--- src/rtl/meter_cond_pkg.sv ---
package meter_cond_pkg;

    localparam int SAMPLE_W = 24;
    localparam int WIDE_W   = 48;
    localparam int NUM_CH   = 3;

    typedef logic signed [SAMPLE_W-1:0] sample_t;
    typedef logic signed [WIDE_W-1:0]   wide_t;

    typedef enum int {
        CH_IA = 0,
        CH_IB = 1,
        CH_V  = 2
    } chan_idx_e;

    // bit 2 filter enable, bit 1 neutral integrator, bit 0 phase integrator
    typedef struct packed {
        logic hpf_en;
        logic int_b_en;
        logic int_a_en;
    } cond_cfg_t;

    localparam cond_cfg_t CFG_RESET = '{hpf_en: 1'b1, int_b_en: 1'b0, int_a_en: 1'b0};

    localparam wide_t WIDE_MAX = (wide_t'(1) <<< (SAMPLE_W - 1)) - wide_t'(1);
    localparam wide_t WIDE_MIN = -(wide_t'(1) <<< (SAMPLE_W - 1));

    function automatic sample_t sat_to_sample(input wide_t v);
        if (v > WIDE_MAX)
            return sample_t'(WIDE_MAX[SAMPLE_W-1:0]);
        else if (v < WIDE_MIN)
            return sample_t'(WIDE_MIN[SAMPLE_W-1:0]);
        else
            return sample_t'(v[SAMPLE_W-1:0]);
    endfunction

endpackage

--- src/rtl/cond_hpf.sv ---
module cond_hpf
    import meter_cond_pkg::*;
#(
    parameter int SHIFT = 9,
    parameter int FRAC  = 8
) (
    input  logic    clk,
    input  logic    rst,
    input  logic    step,
    input  logic    enable,
    input  sample_t x,
    output sample_t y
);
    localparam int DW = SAMPLE_W + 1;
    localparam int SW = SAMPLE_W + FRAC + 3;

    typedef logic signed [SW-1:0] state_t;

    sample_t               x_prev;
    state_t                st;
    state_t                st_next;
    state_t                diff_ext;
    state_t                out_shift;
    logic signed [DW-1:0]  diff;
    wide_t                 out_wide;

    always_comb begin
        diff      = {x[SAMPLE_W-1], x} - {x_prev[SAMPLE_W-1], x_prev};
        diff_ext  = {{(SW-DW){diff[DW-1]}}, diff};
        st_next   = st + (diff_ext <<< FRAC) - (st >>> SHIFT);
        out_shift = st_next >>> FRAC;
        out_wide  = {{(WIDE_W-SW){out_shift[SW-1]}}, out_shift};
    end

    always_ff @(posedge clk) begin
        if (rst) begin
            x_prev <= '0;
            st     <= '0;
            y      <= '0;
        end else if (step) begin
            x_prev <= x;
            if (enable) begin
                st <= st_next;
                y  <= sat_to_sample(out_wide);
            end else begin
                st <= '0;
                y  <= x;
            end
        end
    end

endmodule

--- src/rtl/cond_integ.sv ---
module cond_integ
    import meter_cond_pkg::*;
#(
    parameter int LEAK    = 8,
    parameter bit HAS_INT = 1'b1
) (
    input  logic    clk,
    input  logic    rst,
    input  logic    step,
    input  logic    enable,
    input  sample_t x,
    output sample_t y
);
    generate
        if (HAS_INT) begin : g_int
            localparam int AW = SAMPLE_W + 2;
            typedef logic signed [AW-1:0] acc_wide_t;

            sample_t   acc;
            sample_t   acc_next;
            acc_wide_t acc_ext;
            acc_wide_t x_ext;
            acc_wide_t sum;

            always_comb begin
                acc_ext  = {{2{acc[SAMPLE_W-1]}}, acc};
                x_ext    = {{2{x[SAMPLE_W-1]}}, x};
                sum      = acc_ext - (acc_ext >>> LEAK) + x_ext;
                acc_next = sat_to_sample({{(WIDE_W-AW){sum[AW-1]}}, sum});
            end

            always_ff @(posedge clk) begin
                if (rst) begin
                    acc <= '0;
                    y   <= '0;
                end else if (step) begin
                    if (enable) begin
                        acc <= acc_next;
                        y   <= acc_next;
                    end else begin
                        acc <= '0;
                        y   <= x;
                    end
                end
            end
        end else begin : g_pass
            logic unused_enable;
            assign unused_enable = enable;

            always_ff @(posedge clk) begin
                if (rst)
                    y <= '0;
                else if (step)
                    y <= x;
            end
        end
    endgenerate

endmodule

--- src/rtl/meter_cond_chain.sv ---
module meter_cond_chain
    import meter_cond_pkg::*;
#(
    parameter int HPF_SHIFT = 9,
    parameter int HPF_FRAC  = 8,
    parameter int INT_LEAK  = 8
) (
    input  logic                clk,
    input  logic                rst,
    input  logic                cfg_we,
    input  logic [2:0]          cfg_wdata,
    input  logic                in_valid,
    input  logic [SAMPLE_W-1:0] ia_in,
    input  logic [SAMPLE_W-1:0] ib_in,
    input  logic [SAMPLE_W-1:0] v_in,
    output logic                out_valid,
    output logic [SAMPLE_W-1:0] ia_out,
    output logic [SAMPLE_W-1:0] ib_out,
    output logic [SAMPLE_W-1:0] v_out
);
    cond_cfg_t          cfg_q;
    logic               hpf_vld;
    logic               out_vld_q;
    logic               hpf_en_w;
    logic               int_a_en_w;
    logic [NUM_CH-1:0]  int_en_vec;
    sample_t            x_arr [NUM_CH];
    sample_t            h_arr [NUM_CH];
    sample_t            y_arr [NUM_CH];

    always_ff @(posedge clk) begin
        if (rst)
            cfg_q <= CFG_RESET;
        else if (cfg_we)
            cfg_q <= cond_cfg_t'(cfg_wdata);
    end

    always_ff @(posedge clk) begin
        if (rst) begin
            hpf_vld   <= 1'b0;
            out_vld_q <= 1'b0;
        end else begin
            hpf_vld   <= in_valid;
            out_vld_q <= hpf_vld;
        end
    end

    assign hpf_en_w   = cfg_q.hpf_en;
    assign int_a_en_w = cfg_q.int_a_en;

    always_comb begin
        int_en_vec        = '0;
        int_en_vec[CH_IA] = cfg_q.int_a_en;
        int_en_vec[CH_IB] = cfg_q.int_b_en;
    end

    assign x_arr[CH_IA] = sample_t'(ia_in);
    assign x_arr[CH_IB] = sample_t'(ib_in);
    assign x_arr[CH_V]  = sample_t'(v_in);

    generate
        for (genvar g = 0; g < NUM_CH; g++) begin : g_ch
            cond_hpf #(
                .SHIFT (HPF_SHIFT),
                .FRAC  (HPF_FRAC)
            ) u_hpf (
                .clk    (clk),
                .rst    (rst),
                .step   (in_valid),
                .enable (cfg_q.hpf_en),
                .x      (x_arr[g]),
                .y      (h_arr[g])
            );

            cond_integ #(
                .LEAK    (INT_LEAK),
                .HAS_INT (g != CH_V)
            ) u_integ (
                .clk    (clk),
                .rst    (rst),
                .step   (hpf_vld),
                .enable (int_en_vec[g]),
                .x      (h_arr[g]),
                .y      (y_arr[g])
            );
        end
    endgenerate

    assign out_valid = out_vld_q;
    assign ia_out    = y_arr[CH_IA];
    assign ib_out    = y_arr[CH_IB];
    assign v_out     = y_arr[CH_V];

endmodule

--- config.mk ---
export PLATFORM = sky130hd
export DESIGN_NAME = meter_cond_chain
export DESIGN_NICKNAME = d
export VERILOG_FILES = /design/src/rtl/meter_cond_pkg.sv /design/src/rtl/cond_hpf.sv /design/src/rtl/cond_integ.sv /design/src/rtl/meter_cond_chain.sv
export SDC_FILE = /design/constraint.sdc
export NUM_CORES = 1
export LEC_CHECK = 0
export ABC_AREA = 1
export CAP_MARGIN = 30
export CELL_PAD_IN_SITES_DETAIL_PLACEMENT = 0
export CELL_PAD_IN_SITES_GLOBAL_PLACEMENT = 1
export CORE_AREA = 4 4 341 343
export CTS_CLUSTER_DIAMETER = 50
export DETAILED_ROUTE_END_ITERATION = 12
export DIE_AREA = 0 0 345 347
export GPL_TIMING_DRIVEN = 0
export PLACE_DENSITY_LB_ADDON = 0.1
export SLEW_MARGIN = 20
export SYNTH_ARGS = -nofsm -noshare
export SYNTH_HDL_FRONTEND = slang
export SYNTH_HIERARCHICAL = 1
export SYNTH_SLANG_ARGS = --single-unit
--- constraint.sdc ---
create_clock -name clk -period 5.3 [get_ports clk]
set_input_delay 0.795 -clock clk [delete_from_list [all_inputs] [get_ports clk]]
set_output_delay 0.795 -clock clk [all_outputs]
set_load 0.005 [all_outputs]
==> results, run 1 <==
- The first TritonRoute pass finished after 5 iterations.
- The largest individual stage delay along the critical path comes from the cell sky130_fd_sc_hd__clkdlybuf4s50_1.
- On the final layout, the worst clock skew is about 44 ps.
- After floorplanning, the core was divided into roughly 120 placement rows.
- The worst setup path is of the input pin to flip-flop kind.
- The worst path required time is between 5000 and 6000 ps.
- Entering global routing, the biggest net connects 13 pins.
- TritonCTS built the clock tree.
- After the last flow step, the layout net total stands at 5976.
- The via count of the first global-routing pass was 31824.
- The effective utilization at floorplan is 29.8%.
- After clock tree synthesis, the clock-pin slew on the worst setup and hold paths is 50 ps.
- The count of pins over their slew limit is 0.
- The cell count after synthesis came out at 5268.
- The count of filler cells inserted in the layout is ~13000.
- The ratio of cells with drive above 1 in the final layout is 10.8%.
- The number of buffers added by the clock tree synthesis step is 76.
- Counting every net in the synthesized netlist gives roughly 5700.
- For the pin with the worst max-slew slack, the measured transition is between 800 and 900 ps.
- The finished cells cover 41100 um^2.
- In this run the standard cell core region covers between 100000 and 150000 um^2.
- The worst path in the final design needs a cycle of 5070 ps, including I/O delays and setup.
- Summed over all nets, the half-perimeter wirelength after detailed placement is between 100000 and 150000 um.
- On the worst path, the slowest cell contributes a delay of 530 ps.
- Across the run, the number of max-cap violations was 0.
- The die extent in x is 345 um.
- STA classifies the critical path endpoint as a flip-flop.
- The maximum fanout along the worst path is 10.
- The overall die area is about 120000 um^2.
- In the final routed layout, each cell accounts on average for 18.0 um.
- The setup violation total in the final timing report is 0.
- For this block, the routed nets add up to 127000 um of wire.
- On the final layout, the worst hold slack is 458 ps.
- The first-iteration detailed-routing DRC count is roughly 1800.
- The start of the worst register-to-register path is g_ch[2].u_hpf/x_prev[0]$_SDFFE_PP0P_.
- approximately 150 I/O pins were placed.
- The highest achievable clock rate is between 0.15 and 0.2 GHz.
- The most common cell type on the critical path is sky130_fd_sc_hd__nand2_1.
- The total placed instance area is 37200 um^2.
- The family of cells with the greatest summed delay on the critical path is compound AO/OA/AOI/OAI gates.
- The maximum clock insertion buffer count is 3.
- The flow ran to the end, and the final reports show no timing, DRC or antenna violations.
- The area growth from synthesis to layout is 21.5%.
- After clock tree synthesis, the flow added hold-fix buffers numbering 0.
- In this run the clock root is driven by a sky130_fd_sc_hd__clkbuf_16.
- In this run the most used layer during global routing was met2.
- The headroom to the max-slew limit is 41.2%.
- The class of the worst hold path is flip-flop to flip-flop.
- The post-detailed-route DRC marker count is 0.
- In this run the tool buffered the top-level ports with 151 buffer cells.
- The startpoint type of the worst setup path is an input pin.
- The critical path launch point is ia_in[4].
- At the worst endpoint, the arrival time is 5580 ps.
- The ratio of final minimum period to clock period is a little over nine tenths.
- For the worst-skew pair, the clock arrives at the later sink with an insertion delay of between 600 and 700 ps.
- Global routing used 2.21% of the available met3 tracks.
- A synthesized cell averages 6.42 um^2.
- Routability-driven placement finished with a final weighted congestion of 0.854.
- Clock tree synthesis found a total of 374 sinks.
- The global routing met2 resource utilization is between 30% and 40%.
- In this run the number of H-tree levels came out at 3.
- The number of vias after detailed routing is 32199.
- In the final timing run, aggregate negative setup slack is 0 ps.
- The final core utilization is 36.2%.
- The number of buffers and inverters on the critical path is 4.
- In this run the remaining antenna-violating nets after routing total 0.
- The initial antenna violation count is 3.
- Summing every instance area after synthesis gives 33800 um^2.
- The startpoint of the worst hold path is g_ch[0].u_hpf/x_prev[5]$_SDFFE_PP0P_.
- The detailed-route vias per instance is 4.54.
- The height of the chip is around 350 um.
- The fraction of met1 tracks used by global routing is 30.6%.
- For this run, the total global-route usage over all layers was measured as 20.8%.
- Summed over all layers, the global routing overflow is 0.
- The first global-routing pass estimated around 190000 um of wire.
- Yosys printed 6 warnings.
- The number of hold-slack violations in the final timing report came to 0.
-- routing by layer --
layer | vias up | wire length (um)
li1 | 16732 | -
met1 | 14834 | 64900
met2 | 516 | 56200
met3 | 117 | 4180
met4 | 0 | 2190
met5 | - | 0
-- registers in the layout (all words and copies together), names as in the netlist --
| register | cells |
|---|---|
| cfg_q | 1 |
| g_ch.u_hpf/st | 105 |
| g_ch.u_hpf/x_prev | 72 |
| g_ch.u_hpf/y | 72 |
| g_ch.u_integ/g_int.acc | 48 |
| g_ch.u_integ/y | 72 |
| hpf_en_w | 1 |
| hpf_vld | 1 |
| int_a_en_w | 1 |
| out_valid | 1 |
-- final cells by class --
class / instances / area (um^2) / area share (%)
repair buffers: 170 / 1680 / 4.10
inverters: 1001 / 3760 / 9.15
flip-flops and latches: 374 / 7490 / 18.2
plain buffers: 133 / 771 / 1.88
clock buffers: 94 / 2060 / 5.01
well taps: 1512 / 1890 / 4.61
multi-input cells: 3760 / 22700 / 55.3
diodes: 1 / 2.50 / 0.00609
clock inverters: 43 / 713 / 1.74
-- final timing paths --
| path | cells after the start | slack [ps] | to |
|---|---|---|---|
| max | 25 | 230 | g_ch[0].u_hpf/y[10]$_SDFFE_PP0P_ |
| min | 2 | 460 | g_ch[0].u_hpf/x_prev[5]$_SDFFE_PP0P_ |
| max reg2reg | 31 | 340 | g_ch[2].u_hpf/y[11]$_SDFFE_PP0P_ |
| min reg2reg | 2 | 460 | g_ch[0].u_hpf/x_prev[5]$_SDFFE_PP0P_ |
-- placed cells by master (no fill, tap or decap), types with 28 or more instances in the layout --
cell and instances:
sky130_fd_sc_hd__o21ai_0 94, sky130_fd_sc_hd__clkbuf_16 76, sky130_fd_sc_hd__nand3b_1 35, sky130_fd_sc_hd__nand3_2 66, sky130_fd_sc_hd__clkdlybuf4s50_1 132, sky130_fd_sc_hd__nand3_1 160
sky130_fd_sc_hd__nor2_2 33, sky130_fd_sc_hd__xor2_1 101, sky130_fd_sc_hd__nand2_1 1754, sky130_fd_sc_hd__a21oi_2 80, sky130_fd_sc_hd__nand4_1 29, sky130_fd_sc_hd__nor3_1 30
sky130_fd_sc_hd__dfxtp_1 373, sky130_fd_sc_hd__a21oi_1 398, sky130_fd_sc_hd__nor2_1 266, sky130_fd_sc_hd__inv_1 972, sky130_fd_sc_hd__fa_1 127, sky130_fd_sc_hd__ha_1 219
sky130_fd_sc_hd__nand2_2 102, sky130_fd_sc_hd__o21bai_1 28, sky130_fd_sc_hd__clkbuf_1 87, sky130_fd_sc_hd__xnor2_1 53
-- worst reg2reg max path, delay by kind of cell (launching register included) --
kind	cells	cell delay [ps]
buffers and inverters	5	440
AOI/OAI and AO/OA	7	1030
and+or+nand+nor	14	1510
adders and majority gates	4	1400
DFF	1	330
xor gates and xnor gates	1	120
-- metrics by stage --
step | std cells | setup WS, ps
after floorplan | 5268 | 395
after global placement | 6931 | -1580
after detailed placement | 6932 | -1510
after CTS | 7077 | 6.43
after global routing | 7087 | -22.9
final | 7088 | 231
-- what timing repair did --
action,4_1_cts,5_1_grt
gates resized for setup,71,146
cloned,2,1
buffers inserted,6,9
setup endpoints to repair,72,71
pin swaps,15,42
Power of run 1 is not shown: default switching activity piles up to over one toggle a cycle in this logic, so the estimate is an artifact.
==> run 2: changes to the inputs <==
--- a/config.mk
+++ b/config.mk
@@ -5,14 +5,13 @@
 export SDC_FILE = /design/constraint.sdc
 export NUM_CORES = 1
 export LEC_CHECK = 0
-export ABC_AREA = 1
 export CAP_MARGIN = 30
 export CELL_PAD_IN_SITES_DETAIL_PLACEMENT = 0
 export CELL_PAD_IN_SITES_GLOBAL_PLACEMENT = 1
-export CORE_AREA = 4 4 341 343
+export CORE_AREA = 4 4 293 295
 export CTS_CLUSTER_DIAMETER = 50
 export DETAILED_ROUTE_END_ITERATION = 12
-export DIE_AREA = 0 0 345 347
+export DIE_AREA = 0 0 297 299
 export GPL_TIMING_DRIVEN = 0
 export PLACE_DENSITY_LB_ADDON = 0.1
 export SLEW_MARGIN = 20
==> run 2 against run 1 <==
  * Sequential cell count stayed put
  * Global-route usage is 2.6 points higher
  * The run now ends with negative setup slack left
  * Critical path depth is 3 higher
  * Highest routed layer unchanged
==> results, run 2 <==
- The flow ran to the end, but the final reports show violations.
- The checks that failed: negative setup slack.
- The number of buffers added by the clock tree synthesis step is 72 (-5.3%).
- In the layout the commonest cells are 517 x sky130_fd_sc_hd__inv_1, 369 x sky130_fd_sc_hd__dfxtp_1, 306 x sky130_fd_sc_hd__nor2_1, 240 x sky130_fd_sc_hd__nand2_1, 210 x sky130_fd_sc_hd__a21oi_1.
- The met3 track utilization from global routing is 3.07% (+0.85 points).
- The arrival time of data at the critical path endpoint was 6000 ps (+420 ps).
- The maximum clock insertion buffer count is 3 (unchanged).
- The count of pins over their slew limit is 0 (unchanged).
- The register containing the most flip-flops in the final layout is g_ch.u_hpf/st.
- The synthesized netlist net count is 4351 (-24%).
- The iteration count of the initial detailed-routing pass was 7 (+2).
- Setup repair after global routing could not meet its margin everywhere.
- The final estimated routing congestion in global placement is 0.839 (-1.7%).
- The fraction of met1 tracks used by global routing is 34.1% (+3.5 points).
- The TritonCTS clock tree is yes.
- The critical-path cell with the highest stage delay is sky130_fd_sc_hd__fa_1.
- The total congestion overflow after global routing is 0 (unchanged).
- The actual transition at the worst max-transition pin was 985 ps (+103 ps).
- The row count is 106 (-15%).
- The ratio of cells with drive above 1 in the final layout came to 16.4% (+5.5 points).
- The core footprint is 83200 um^2 (-27%).
- The path class of the tightest hold or removal check is flip-flop to flip-flop.
- The via count of the first global-routing pass is 27787 (-13%).
- The number of placed cells counting well taps is 5123 (-26%).
- The deepest level of the CTS H-tree is 3 (unchanged).
- The total global routing track utilization came to 23.4% (+2.6 points).
- The die extent in x was 297 um (-14%).
- The count of filler cells inserted in the layout came to 8210 (-35%).
- The hold-fix buffer count after cts is 0 (unchanged).
- The total half-perimeter wirelength after legalization and detailed placement is 84600 um (-21%).
- The worst path required time is 5760 ps (-50 ps).
- The delay of the slowest critical-path stage came to 500 ps (-30 ps).
- The height of the chip is 299 um (-14%).
- The global routing met2 resource utilization was 37.4% (+4.3 points).
- The maximum fanout along the worst path came to 7 (-3).
- The I/O pin total is 152 (unchanged).
- The design area is 40000 um^2 (-2.5%).
- The post-synthesis to final-layout area growth is 27.1%.
- The number of buffers and inverters on the critical path is 9 (+5).
- The number of sinks driven by the clock tree was 374 (unchanged).
- By startpoint and endpoint, the worst setup path is classified as input pin to flip-flop.
- The total placed instance area is 34800 um^2 (-6.6%).
- The effective utilization at floorplan is 37.9% (+8.1 points).
- The number of cells in the finished layout apart from fillers was 5335 (-25%).
- The routed wire length per instance is 20.1 um (+12%).
- In this run the most used layer during global routing was met2.
- The highest achievable clock rate is 0.180 GHz (-8.6%).
- The family of cells with the greatest summed delay on the critical path is compound AO/OA/AOI/OAI gates.
- The average footprint of a synthesized cell is 8.09 um^2 (+26%).
- CTS placed an instance of sky130_fd_sc_hd__clkbuf_16 at the clock tree root.
- Leaving out fill and tap cells, the most frequent cell in the layout is sky130_fd_sc_hd__inv_1.
- The setup skew after layout is 35.1 ps (-8.68 ps).
- The number of warnings reported in the yosys synthesis log is 6 (unchanged).
- The max capacitance violation total is 0 (unchanged).
- The maximum number of pins on one net before global-route repair is 21 (+8).
- The mapped cell area is 31500 um^2 (-6.8%).
- The sum of negative setup slack is -8460 ps (-8460 ps).
- The headroom to the max-slew limit is 34.3% (-6.9 points).
- The endpoint kind of the worst setup timing path is a flip-flop.
- The insertion delay to the later sink of the worst-skew pair came to 620 ps (-40 ps).
- The number of flip-flops in the largest register is 105 (unchanged).
- The clock transition at the registers of the reported paths is 50 ps (about the same).
- The shortest period the worst path allows is 5540 ps (+474 ps).
- The overall die area is 88800 um^2 (-26%).
- The initial antenna violation count is 2 (-1).
- The total length of routed wires was 107000 um (-16%).
- The number of hold-slack violations in the final timing report is 0 (unchanged).
- The first-iteration detailed-routing DRC count came to 1817 (-0.055%).
- The number of standard cells after synthesis is 3891 (-26%).
- The count of antenna-violating nets left after detailed routing is 0 (unchanged).
- The ratio of final minimum period to clock period came to 105% (+8.9 points).
- The number of antenna diodes is 0 (-1).
- The final worst slack is -243 ps (-474 ps).
- The detailed-route vias per instance came to 5.40 (+19%).
- The count of buffers inserted at the top-level ports is 151 (unchanged).
- The layout net count is 4659 (-22%).
- The setup violation total in the final timing report came to 69 (+69).
- The global-route wire length before repair was 165000 um (-15%).
- The post-detailed-route DRC marker count is 0 (unchanged).
- The number of vias after detailed routing came to 28789 (-11%).
- The startpoint type of the worst setup path is an input pin.
-- run 2: timing repair --
action | CTS | global route
gates resized for setup | 280 | 187
pin swaps | 110 | 149
buffers inserted | 69 | 25
gates cloned | 8 | 3
endpoints found under the setup margin | 95 | 93
-- run 2: final cells by class --
| type | count | area (um^2) | share of cell area (%) |
|---|---|---|---|
| sequential | 374 | 7490 | 18.7 |
| timing repair buffer | 253 | 2520 | 6.29 |
| inverter | 534 | 2020 | 5.06 |
| tap | 1080 | 1350 | 3.38 |
| clock inverter | 41 | 534 | 1.33 |
| clock buffer | 89 | 1980 | 4.94 |
| multi-input combinational | 2802 | 23200 | 57.9 |
| buffer | 162 | 970 | 2.42 |
-- run 2: final timing paths --
path                                   endpoint  cells after the start  slack [ps]                            startpoint
max reg2reg    g_ch[0].u_hpf/y[19]$_SDFFE_PP0P_                     29        -220  g_ch[0].u_hpf/x_prev[1]$_SDFFE_PP0P_
min reg2reg  g_ch[0].u_integ/y[19]$_SDFFE_PP0P_                      1         460    g_ch[0].u_integ/y[19]$_SDFFE_PP0P_
min          g_ch[0].u_integ/y[19]$_SDFFE_PP0P_                      1         460    g_ch[0].u_integ/y[19]$_SDFFE_PP0P_
max            g_ch[0].u_hpf/y[19]$_SDFFE_PP0P_                     28        -240                              ia_in[9]
-- run 2: metal layers --
layer  wire, um  part of all wire, %
met4       1310                  1.2
met1      53000                   49
met2      48300                   45
met3       4730                  4.4
met5          0                    0
-- run 2: metrics by stage --
stage | util [%] | setup WS, ps | hold WS, ps
detailed placement | 41.8 | -1830 | 454
CTS | 46.9 | -331 | 449
global route | 48.1 | -433 | 478
floorplan | - | -118 | 441
global placement | 41.8 | -1910 | 451
finish | 48.1 | -243 | 461
Power of run 2 is left out for the same reason.
